<file path="src/rtl/mem_replay_detect.sv">
module mem_replay_detect #(
  parameter int WB_ENTRIES  = 6,
  parameter int MAF_ENTRIES = 6,
  parameter int E1_RESERVE  = 1,
  parameter int ADDR_W      = 32,
  localparam int WBC_W      = $clog2(WB_ENTRIES + 1)
) (
  input  logic                          clk,
  input  logic                          rst_n,
  input  logic                          e0_vld,
  input  logic [1:0]                    e0_op,
  input  logic [ADDR_W-1:0]             e0_addr,
  input  logic                          e1_vld,
  input  logic [1:0]                    e1_op,
  input  logic [ADDR_W-1:0]             e1_addr,
  input  logic [WBC_W-1:0]              wb_used,
  input  logic [MAF_ENTRIES-1:0]        maf_vld,
  input  logic [MAF_ENTRIES*ADDR_W-1:0] maf_addr,
  output logic                          e0_replay,
  output logic [1:0]                    e0_cause,
  output logic                          e1_replay,
  output logic [1:0]                    e1_cause
);
  localparam int MC_W = $clog2(MAF_ENTRIES + 1);
  localparam logic [1:0] OP_LD = 2'b01;
  localparam logic [1:0] OP_ST = 2'b10;

  logic [MC_W-1:0] maf_cnt;
  logic            wb_full;

  always_comb begin
    maf_cnt = '0;
    for (int e = 0; e < MAF_ENTRIES; e++)
      maf_cnt = maf_cnt + MC_W'(maf_vld[e]);
  end

  assign wb_full = wb_used >= WBC_W'(WB_ENTRIES);

  logic [1:0]        pv;
  logic [1:0]        pop [2];
  logic [ADDR_W-1:0] pa  [2];
  logic [1:0]        rep_q;
  logic [1:0]        cau_q [2];

  assign pv     = {e1_vld, e0_vld};
  assign pop[0] = e0_op;
  assign pop[1] = e1_op;
  assign pa[0]  = e0_addr;
  assign pa[1]  = e1_addr;

  for (genvar p = 0; p < 2; p++) begin : g_pipe
    localparam int LIMIT = (p == 0) ? MAF_ENTRIES : MAF_ENTRIES - E1_RESERVE;
    logic       is_ld, is_st, ord_hit, maf_full;
    logic [1:0] cause_d;

    assign is_ld    = pv[p] && pop[p] == OP_LD;
    assign is_st    = pv[p] && pop[p] == OP_ST;
    assign maf_full = maf_cnt >= MC_W'(LIMIT);

    always_comb begin
      ord_hit = 1'b0;
      for (int e = 0; e < MAF_ENTRIES; e++)
        if (maf_vld[e] && maf_addr[e*ADDR_W+3 +: ADDR_W-3] == pa[p][ADDR_W-1:3])
          ord_hit = 1'b1;
    end

    always_comb begin
      if (is_ld && ord_hit)       cause_d = 2'b11;
      else if (is_ld && maf_full) cause_d = 2'b10;
      else if (is_st && wb_full)  cause_d = 2'b01;
      else                        cause_d = 2'b00;
    end

    always_ff @(posedge clk or negedge rst_n) begin
      if (!rst_n) begin
        rep_q[p] <= 1'b0;
        cau_q[p] <= 2'b00;
      end else begin
        rep_q[p] <= (is_ld && (ord_hit || maf_full)) || (is_st && wb_full);
        cau_q[p] <= cause_d;
      end
    end
  end

  assign e0_replay = rep_q[0];
  assign e1_replay = rep_q[1];
  assign e0_cause  = cau_q[0];
  assign e1_cause  = cau_q[1];
endmodule


</file>
<file path="config.mk">
export PLATFORM = sky130hd
export DESIGN_NAME = mem_replay_detect
export DESIGN_NICKNAME = d
export VERILOG_FILES = /design/src/rtl/mem_replay_detect.sv
export SDC_FILE = /design/constraint.sdc
export NUM_CORES = 1
export LEC_CHECK = 0
export ABC_AREA = 1
export BUFFER_PORTS_ARGS = -buffer_cell sky130_fd_sc_hd__buf_2
export CAP_MARGIN = 20
export CORE_MARGIN = 2
export CORE_UTILIZATION = 45
export CTS_CLUSTER_DIAMETER = 50
export CTS_CLUSTER_SIZE = 28
export DETAILED_ROUTE_END_ITERATION = 10
export PLACE_DENSITY = 0.84
export SLEW_MARGIN = 20
export SYNTH_ARGS = -nofsm -noshare
export SYNTH_HDL_FRONTEND = slang
export SYNTH_SLANG_ARGS = --single-unit
</file>
<file path="constraint.sdc">
create_clock -name clk -period 0.8 [get_ports clk]
set_input_delay 0.16 -clock clk [delete_from_list [all_inputs] [get_ports clk]]
set_output_delay 0.16 -clock clk [all_outputs]
set_load 0.01 [all_outputs]
</file>
==> results.rst <==
.. list-table::
   :header-rows: 1

   * - Metric
     - Value
   * - Clock power share
     - 0.128
   * - Switching portion of total power
     - 0.527
   * - Post-Route WL
     - 34.9 mm
   * - Peak supply drop
     - 0.645 mV
   * - Violations in the final reports
     - negative setup slack
   * - Initial core utilization
     - 0.464
   * - Number of sinks handled by clock tree synthesis
     - 6
   * - Chip width
     - roughly 120 um
   * - Total power after layout
     - around 0.0064 W
   * - Final setup violation count
     - 12
   * - Fraction of final layout cells sized beyond drive strength 1
     - 0.293
   * - Leading area contributor after synthesis
     - nand2_1
   * - Sequential group share of total power
     - 0.050
   * - Timing-limited maximum frequency
     - 427 MHz
   * - Top cells by area in the synthesized netlist
     - nand2_1, inv_1, nor2_1
   * - Sequence of cells on the critical path
     - buf_6 > fa_1 > inv_2 > fa_1 > inv_1 > ha_2 > inv_2 > fa_1 > inv_1 > o211ai_1 > nand3_2
   * - MaxCap Viol Count
     - 0
   * - Cell chosen for the clock root
     - clkbuf_16
   * - Summed instance area of the synthesized netlist
     - 6160 um^2
   * - Number of filler instances in the final layout
     - 1306
   * - Final routed DRC violation total
     - 0
   * - Power density of the placed cells
     - ~700 nW/um^2
   * - Slew of the pin with the lowest slew margin
     - 373 ps
   * - Final worst path period share
     - 2.93
   * - Critical path capture point type
     - register
   * - Number of nets in the finished design
     - 2066
   * - H-tree level count
     - 1
   * - Slew Limit Headroom
     - 0.749
   * - Final WS setup
     - -1540 ps
   * - Placement-stage cell area
     - 8500 um^2
   * - Max-slew violation count
     - 0
   * - Number of DRC markers in iteration 0
     - 1276
   * - Sequential element share of the synthesized area
     - 0.0244
   * - Required @ worst endpoint
     - roughly 900 ps
   * - Pre-Repair DR Iteration Count
     - 9
   * - Commonest non-fill, non-tap cell in the layout
     - nand2_1
   * - Switching power total
     - 0.00336 W
   * - Number of global-route vias before repair
     - 9339
   * - Average wire per cell in the routed design
     - between 15 and 20 um
   * - Crit-path slowest cell
     - fa_1
   * - Net count after synthesis
     - between 1500 and 2000
   * - Total negative slack for setup checks
     - -7590 ps
   * - Post-synthesis cell count
     - 1427
   * - Aggregate global routing overflow
     - 0
   * - Leakage power of the design
     - 5.66 nW
   * - Synthesized area per cell
     - 4.32 um^2
   * - Number of synthesis warnings
     - 0
   * - Site row count
     - 42
   * - Cell repeated most along the worst path
     - fa_1
   * - Number of distinct library cells after synthesis
     - 29
   * - Run status
     - finished with violations
   * - Post-route cell area
     - 9090 um^2
   * - Clock slew at reported path FFs
     - ~40 ps
   * - Vertical extent of the die
     - roughly 120 um
   * - Post-placement worst setup slack
     - -1770 ps
   * - Critical setup path kind
     - in2reg
   * - Total Die Area
     - approximately 15000 um^2
   * - Sum of net half-perimeters after detailed placement
     - 29.7 mm
   * - Overall global routing resource usage
     - 0.454
   * - RSZ-0062 raised after global routing
     - true
   * - GPL Wtd Cong
     - 1.12
   * - Wire length of the first global-routing pass
     - 50.1 mm
   * - Mean number of vias per cell
     - 5.29
   * - Total number of vias
     - 10400
   * - Count of input and output buffers
     - 253
   * - Worst min-delay path class
     - in2reg
   * - Number of top-level pins
     - about 280
   * - Commonest cells after routing, fill and taps aside
     - nand2_1, buf_2, inv_1
   * - Data arrival time of the critical path
     - between 2000 and 2500 ps
   * - Largest net degree at the start of global routing
     - 11
   * - Core ar.
     - 13300 um^2
   * - Max incr delay on CP
     - between 500 and 600 ps
   * - Area overhead of the layout relative to synthesis
     - 47.4%
   * - N_diodes
     - 0
   * - Number of synthesized register bits
     - 6
   * - Clock buffers created by TritonCTS
     - 3
   * - Cell Int Power
     - 0.00302 W
   * - Antenna violations before repair
     - 0
   * - TritonCTS clock tree
     - built
   * - Crit-path max FO
     - 2
   * - Time the final worst path needs with I/O delays and setup
     - 2340 ps
   * - Buffer levels on the longest clock path
     - 2
   * - Part of the total power dissipated in combinational logic
     - 0.821
   * - Post-synth top area share
     - 0.451
   * - Final Hold Violating Endpoints
     - 0
   * - Antenna-violating nets left
     - 0
   * - Kind of start point of the critical path
     - input port
==> metrics by stage <==
step	util	instances	hold slack, ps
4_1_cts	0.669	1962	239
2_1_floorplan	-	1427	-136
5_1_grt	0.684	1963	269
6_report	0.684	1963	239
3_5_place_dp	0.639	1955	-8.92
3_3_place_gp	0.639	1955	-16.7
==> routing by layer <==
metal | GRT usage | part of all wire | up-vias
li1 | - | - | 4935
met1 | 0.599 | 0.39 | 4557
met2 | 0.720 | 0.43 | 760
met3 | 0.104 | 0.14 | 126
met4 | 0.168 | 0.049 | 0
met5 | 0 | 0 | -
==> synthesized netlist by cell type, drive strengths merged <==
| library cell | instances |
|---|---|
| a21boi | 2 |
| a21oi | 8 |
| buf | 28 |
| clkinv | 4 |
| dfrtp | 6 |
| fa | 3 |
| ha | 1 |
| inv | 240 |
| nand2 | 743 |
| nand3 | 13 |
| nand3b | 1 |
| nand4 | 9 |
| nor2 | 193 |
| nor3 | 3 |
| o211ai | 10 |
| o21ai | 104 |
| o22ai | 5 |
| or2 | 2 |
| xnor2 | 30 |
| xor2 | 22 |
==> area by class of cell <==
cell class / instances / area (um^2) / share of cell area
repair buffers: 385 / 2500 / 0.275
inverters: 244 / 975 / 0.107
clock buffers: 3 / 75.1 / 0.00826
flip-flops and latches: 6 / 150 / 0.0165
well taps: 176 / 220 / 0.0242
multi-input cells: 1149 / 5170 / 0.569
==> worst max-delay path: cells and delay by family <==
family / cells / cell delay [ps]
fa+ha+maj: 4 / 1600
compound gates: 1 / 250
buf+inv: 5 / 310
simple gates: 1 / 120
==> power by group through the flow <==
stage                     Combinational, W  Sequential [W]  Clock, W
final                              0.00524        0.000322  0.000819
after global routing               0.00562        0.000322  0.000837
after CTS                          0.00487        0.000321  0.000811
after detailed placement           0.00461        0.000325         0
after global placement             0.00457        0.000324         0
after floorplan                    0.00226        0.000329         0
==> flip-flops by register name, summed over array words and instances (netlist names) <==
signal and count:
e0_cause 2, e0_replay 1, e1_cause 2, e1_replay 1
==> logic make-up (layout without fill, tap and decap cells) <==
family | count (synthesis) | after routing | share of synthesized area
AOI/OAI and AO/OA | 129 | 129 | 0.112
xor gates and xnor gates | 52 | 52 | 0.0739
adders and majority gates | 4 | 4 | 0.0118
buffers and inverters | 272 | 632 | 0.179
DFF | 6 | 6 | 0.0244
and+or+nand+nor | 964 | 964 | 0.599
==> final timing paths <==
kind	startpoint	endpoint	slack [ps]	cells past startpoint
min in group asynchronous	rst_n	e0_replay$_DFF_PN0_	290	2
max	maf_vld[3]	e1_replay$_DFF_PN0_	-1540	11
max in group asynchronous	rst_n	e1_replay$_DFF_PN0_	360	2
min	e0_op[1]	e0_replay$_DFF_PN0_	240	3
==> what timing repair did <==
action	4_1_cts	5_1_grt
gates resized for setup	107	77
endpoints found under the setup margin	12	12
hold buffers	1	0
endpoints found under the hold margin	6	0
setup buffers	3	1
pin swaps	72	60
Power figures use the tool's default switching activity.
